File: src/rtl/exch_pkg.sv
// Shared width and word type for the bus exchanger.
// Assumes every port of the exchanger carries the same word width.
package exch_pkg;
    parameter int EXCH_W = 12;
    typedef logic [EXCH_W-1:0] exch_word_t;
endpackage

File: src/rtl/exch_latch.sv
// Transparent latch stage built from a clocked hold register.
// With le high, q follows d combinationally. With le low, q is the d
// value sampled at the last rising edge where le was high.
// Assumes d is stable across the edge where le is last high.
module exch_latch #(
    parameter int W = exch_pkg::EXCH_W
) (
    input  logic         clk,
    input  logic         rst_n,
    input  logic         le,
    input  logic [W-1:0] d,
    output logic [W-1:0] q
);
    logic [W-1:0] held_q;

    // Capture the open value on every edge with the latch open; clear on reset.
    always_ff @(posedge clk) begin
        if (!rst_n)
            held_q <= '0;
        else if (le)
            held_q <= d;
    end

    // Pass d through while open, show the held word while closed.
    always_comb q = le ? d : held_q;
endmodule

File: src/rtl/exch_sel.sv
// Two-way word select for the path toward port A.
// Assumes pick_first = 1 chooses in_first.
module exch_sel #(
    parameter int W = exch_pkg::EXCH_W
) (
    input  logic         pick_first,
    input  logic [W-1:0] in_first,
    input  logic [W-1:0] in_second,
    output logic [W-1:0] y
);
    // Steer the chosen word to the output.
    always_comb y = pick_first ? in_first : in_second;
endmodule

File: src/rtl/exch_oe.sv
// Converts a group of active-low output enables to active-high drive flags.
// Assumes one bit per port, same bit order in and out.
module exch_oe #(
    parameter int N = 3
) (
    input  logic [N-1:0] oe_n,
    output logic [N-1:0] drv_en
);
    for (genvar i = 0; i < N; i++) begin : g_oe
        // Invert each port's enable on its own.
        assign drv_en[i] = ~oe_n[i];
    end
endmodule

File: src/rtl/bus_exchanger.sv
// Three-port latched bus exchanger.
// Four latch stages (A->1B, A->2B, 1B->A, 2B->A), a select on the path
// back to A, and per-port active-low output enables.
// Assumes tri-state pins are split into in / out / drive-enable outside.
module bus_exchanger #(
    parameter int W = exch_pkg::EXCH_W
) (
    input  logic         clk,
    input  logic         rst_n,
    input  logic [W-1:0] a_in,
    input  logic [W-1:0] b1_in,
    input  logic [W-1:0] b2_in,
    input  logic         le_a1b,
    input  logic         le_a2b,
    input  logic         le_1ba,
    input  logic         le_2ba,
    input  logic         sel_1b,
    input  logic         oe_a_n,
    input  logic         oe_1b_n,
    input  logic         oe_2b_n,
    output logic [W-1:0] a_out,
    output logic [W-1:0] b1_out,
    output logic [W-1:0] b2_out,
    output logic         a_drv_en,
    output logic         b1_drv_en,
    output logic         b2_drv_en
);
    localparam int NPORT = 3;

    logic [W-1:0] q_1ba, q_2ba;
    logic [NPORT-1:0] drv_vec;

    // Outbound stage toward port 1B.
    exch_latch #(.W(W)) u_lat_a1b (
        .clk(clk), .rst_n(rst_n), .le(le_a1b), .d(a_in), .q(b1_out)
    );

    // Outbound stage toward port 2B.
    exch_latch #(.W(W)) u_lat_a2b (
        .clk(clk), .rst_n(rst_n), .le(le_a2b), .d(a_in), .q(b2_out)
    );

    // Inbound stage from port 1B.
    exch_latch #(.W(W)) u_lat_1ba (
        .clk(clk), .rst_n(rst_n), .le(le_1ba), .d(b1_in), .q(q_1ba)
    );

    // Inbound stage from port 2B.
    exch_latch #(.W(W)) u_lat_2ba (
        .clk(clk), .rst_n(rst_n), .le(le_2ba), .d(b2_in), .q(q_2ba)
    );

    // Select which inbound word drives port A.
    exch_sel #(.W(W)) u_sel (
        .pick_first(sel_1b), .in_first(q_1ba), .in_second(q_2ba), .y(a_out)
    );

    // Per-port drive flags; bit 0 = A, bit 1 = 1B, bit 2 = 2B.
    exch_oe #(.N(NPORT)) u_oe (
        .oe_n({oe_2b_n, oe_1b_n, oe_a_n}), .drv_en(drv_vec)
    );

    assign a_drv_en  = drv_vec[0];
    assign b1_drv_en = drv_vec[1];
    assign b2_drv_en = drv_vec[2];
endmodule

File: config.mk
export PLATFORM = sky130hd
export DESIGN_NAME = bus_exchanger
export DESIGN_NICKNAME = d
export VERILOG_FILES = /design/src/rtl/exch_pkg.sv /design/src/rtl/exch_latch.sv /design/src/rtl/exch_sel.sv /design/src/rtl/exch_oe.sv /design/src/rtl/bus_exchanger.sv
export SDC_FILE = /design/constraint.sdc
export NUM_CORES = 1
export LEC_CHECK = 0
export BUFFER_PORTS_ARGS = -buffer_cell sky130_fd_sc_hd__buf_2
export CORE_AREA = 8 8 95 76
export DETAILED_ROUTE_END_ITERATION = 6
export DIE_AREA = 0 0 103 84
export PLACE_DENSITY_LB_ADDON = 0.25
export SLEW_MARGIN = 20
export SYNTH_ARGS = -nofsm -noshare
export SYNTH_HDL_FRONTEND = slang
export SYNTH_SLANG_ARGS = --single-unit
File: constraint.sdc
create_clock -name clk -period 0.8 [get_ports clk]
set_input_delay 0.12 -clock clk [delete_from_list [all_inputs] [get_ports clk]]
set_output_delay 0.12 -clock clk [all_outputs]
set_load 0.02 [all_outputs]
### After elaboration in Yosys (flattened, before gate mapping)

Index checks and enable logic that the tools add are counted.

| cells by class | value |
|---|---|
| bitwise operators | 3 |
| multiplexer cells | 5 |

Operators by type and width:

| kind | count |
|---|---|
| 2-to-1 mux 12 bit | 5 |
| NOT 1 bit | 3 |

| word-level totals | value |
|---|---|
| output and inout port bits | 39 |
| flip-flop bits (word level) | 48 |
| input port bits | 46 |
| logic and storage cells | 12 |

### Depth between registers and ports, before layout

| depth | value |
|---|---|
| word-level depth | 2 |
| gate-level depth with buffers | 3 |
| mapped depth without buffers | 2 |

### Modules after synthesis

A second synthesis with hierarchy kept.

| unflattened totals | value |
|---|---|
| cells, all modules | 168 |
| area total of the unflattened synthesis | 2,217.1 µm² |

Modules (own cells, without submodules):

| module | times used | area each (µm²) | cells each | seq. area each (µm²) |
|---|---|---|---|---|
| exch_latch | 4 | 505.5 | 38 | 240.2 |
| exch_sel | 1 | 183.9 | 13 | 0.0 |
| exch_oe | 1 | 11.3 | 3 | 0.0 |

### Least setup slack after synthesis

No wires, ideal clock.

| timing path | value |
|---|---|
| kind | in2out |
| from | in sel_1b |
| to | out a_out[0] |
| path buffers | 1 |
| slack | -0.133 ns |
| arrival time | 0.813 ns |
| required time | 0.680 ns |
| stages on the path | 2 |
| cells stage by stage | buf_2 > mux2i_1 |

| between the ends | value |
|---|---|
| longest elaborated chain between the ends | 1 |

Ends and longest elaborated chain:

| item | line | RTL |
|---|---|---|
| start, declared | bus_exchanger.sv:17 | `input logic sel_1b,` |
| 2-to-1 mux 12 bit | exch_sel.sv:12 | `always_comb y = pick_first ? in_first : in_second;` |
| end, declared | bus_exchanger.sv:21 | `output logic [W-1:0] a_out,` |

No other way between the ends.

### Worst setup path in the final report

| timing path | value |
|---|---|
| from | reg u_lat_1ba.held_q[9] |
| to | out a_out[9] |

| between the ends | value |
|---|---|
| longest elaborated chain between the ends | 2 |

Ends and longest elaborated chain:

| item | line | RTL |
|---|---|---|
| start, declared | exch_latch.sv:14 | `logic [W-1:0] held_q;` |
| start signal, assigned | exch_latch.sv:19 | `held_q <= '0;` |
| start signal, assigned | exch_latch.sv:21 | `held_q <= d;` |
| 2-to-1 mux 12 bit | exch_latch.sv:25 | `always_comb q = le ? d : held_q;` |
| 2-to-1 mux 12 bit | exch_sel.sv:12 |  |

No other way between the ends.

==> summary.txt <==
Hold path
  • Worst Hold Launch: b2_in[11]
  • Hold Crit Class: in2reg
  • Hold depth: 3
  • Hold EP: u_lat_2ba.held_q[11]

Timing
  • Setup violators final: a little under 70
  • Max transition margin: 84.4%
  • Hold WS: 138 ps
  • Final Hold Viols: 0
  • Fmax: 818 MHz
  • Clock Skew: 0 ps
  • Fin crit share: 153%
  • Unrepaired setup endpoints after global routing: yes
  • Pins Over Slew Limit: 0
  • Tmin final: 1220 ps
  • Worst-margin pin slew: 229 ps
  • Worst setup margin: -423 ps

Clocking
  • Num CTS Buffers: 5
  • Hold_buf cts: 0
  • Max Buffers Root-to-Sink: 2
  • CTS clk-pin slew, worst paths: 80 ps
  • Root Buffer: clkbuf_8
  • H-tree depth: 2
  • Num Clock Sinks: 48
  • Clk Latency, worst-skew pair: ~300 ps
  • CTS tree: yes

Global route
  • Initial antenna violation count: 0
  • Total congestion overflow: 0
  • Total track usage: 13.2%
  • First-pass GRT wire length: 8980 microns
  • Number of global-route vias before repair: 1842
  • Largest net degree at the start of global routing: 49

Die
  • # rows: 24
  • DIE WIDTH: around 100 microns
  • Die Y: 84 microns
  • Starting density of the core: 36.3%
  • DIE AREA: approximately 0.0087 sq mm
  • # IOs: 85
  • CORE AREA: 0.00565 sq mm

Placed design
  • Placement Cell Area: between 0.003 and 0.004 sq mm
  • Port Buf Inserts: 84
  • Post-DP HPWL: 3660 microns
  • RePlAce Congestion: 0.705
  • Pre-CTS WS: -329 ps

Power
  • Peak supply drop: 1.00 mV
  • Tot Pwr: 6.17 mW
  • Switching Fraction: 27.1%
  • Static Leak: 1.70 nW
  • Internal Power: 4.50 mW
  • Clock share of power: 23.8%
  • Sw Pwr: 1.67 mW
  • Comb pwr share: 33.9%
  • Power per cell area: between 1500 and 2000 mW/mm^2
  • Reg power frac: 42.4%

Run status
  • Outcome: finished with violations
  • Failing checks: setup timing

Synthesis
  • Seq/Total Area, Yosys: 46.9%
  • Mapped cell area: around 0.0020 sq mm
  • Share of the synthesized area in the top cell type: 46.9%
  • YS warnings: 0
  • Yosys reg bits: 48
  • Synth area leaders: dfxtp_1 47%, mux2i_1 18%, mux2_4 15%, nor2b_1 7.3%, and2_1 6.4%
  • Mapped Cells: ~170
  • Yosys top cell by area: dfxtp_1
  • Yosys cell types: 12
  • Mapped Nets: 215
  • Mean Syn Cell Area: 12.1 sq um

Routing
  • Number of vias per cell: 4.38
  • Final ANT Viol Nets: 0
  • Drt pass-1 iters: 4
  • Iter 0 DRT Violations: 47
  • DR WL/cell: 15.3 microns
  • Final WL: 5790 microns
  • Vias: roughly 1.7k
  • Residual DRC: 0

Flow run
  • Max-cap violations: 0

Setup path
  • Worst r2r path cells: 5
  • Largest fanout on the critical path: 2
  • Critical path launch point type: register
  • Worst reg2reg startpoint: u_lat_2ba.held_q[5]
  • Reg2Reg Setup Slack: -150 ps
  • CP required: a little under 700 ps
  • FF-to-FF End: u_lat_2ba.held_q[5]
  • Crit end category: primary output
  • Critical path arrival: between 1000 and 1500 ps
  • Critical path type: reg2out

Layout
  • Ant diodes: 0
  • Sequential cell area: 992 sq um
  • Final nets: 345
  • Final instance area: 0.00389 sq mm
  • Most frequent cells in the layout: 69 x buf_6, 48 x buf_2, 31 x mux2i_4, 25 x dfxtp_2, 24 x mux2_4
  • # fillers: 441
  • Fin util: between 60 and 70%
  • Most common cell after layout, fill and taps aside: buf_6
  • Layout cell share with drive strength beyond 1: 81.3%
  • Multi-input logic area: 0.00148 sq mm
  • Syn-to-layout area delta: 90.1%
==> kinds of logic (layout without fill, tap and decap cells) <==
group	Yosys count	count (layout)	synth area share, %
mux	60	60	34.5
flops	48	48	46.9
simple gates	48	48	15.0
buf+inv	13	144	3.60
==> flip-flops by register name, summed over array words and instances (netlist names) <==
register          count
u_lat_2ba.held_q     12
u_lat_1ba.held_q     12
u_lat_a1b.held_q     12
u_lat_a2b.held_q     12
==> critical path: stages (launching register included) <==
cell,delay (ps)
dfxtp_2,320
mux2i_2,210
mux2i_2,110
buf_4,170
==> power groups by stage <==
stage | clock, mW | sequential (mW) | combinational (mW)
after floorplan | 0 | 2.62 | 0.949
after global placement | 0 | 2.63 | 1.45
after detailed placement | 0 | 2.64 | 1.46
after CTS | 1.55 | 2.61 | 1.96
after global routing | 1.65 | 2.63 | 2.21
final | 1.47 | 2.61 | 2.09
==> synth_stat cells <==
cell type	number
mux2_2	4
and2_4	3
mux2i_1	36
clkbuf_1	4
inv_1	3
and2_1	21
buf_6	2
buf_4	2
dfxtp_1	48
nor2b_1	24
mux2_4	20
buf_2	2
==> worst max-delay path by stage <==
| stage | start | to | slack, ps |
|---|---|---|---|
| 4_1_cts | u_lat_1ba.held_q[9] | a_out[9] | -410 |
| 6_report | u_lat_1ba.held_q[9] | a_out[9] | -420 |
| 3_5_place_dp | le_1ba | a_out[6] | -330 |
| 5_1_grt | u_lat_2ba.held_q[9] | a_out[9] | -480 |
| 3_3_place_gp | le_1ba | a_out[7] | -300 |
| 2_1_floorplan | le_1ba | a_out[5] | -50 |
==> final cells by class <==
type	count	share of cell area (%)
inverter	3	0.289
timing repair buffer	133	31.5
tap	78	2.51
clock buffer	8	2.31
sequential	48	25.5
multi-input combinational	108	37.9
==> routing by layer <==
metal  share of wire [%]  global-route usage [%]  vias to the layer above
met5                   0                       0                        -
met4                0.88                    4.33                        0
met3                 5.8                    3.75                        7
met2                  51                    22.1                       45
met1                  42                    15.6                      779
li1                    -                       -                      824
==> stage by stage <==
| stage | instances | TNS (ps) |
|---|---|---|
| floorplan | 169 | -1050 |
| global placement | 345 | -14370 |
| detailed placement | 345 | -14750 |
| CTS | 373 | -14200 |
| global route | 378 | -16820 |
| finish | 378 | -14450 |
==> repair_timing <==
item,4_1_cts,5_1_grt
pin swaps,0,0
setup endpoints to repair,63,79
endpoints found under the hold margin,0,0
setup buffers,22,19
resized for setup,132,44
Power figures use the tool's default switching activity.
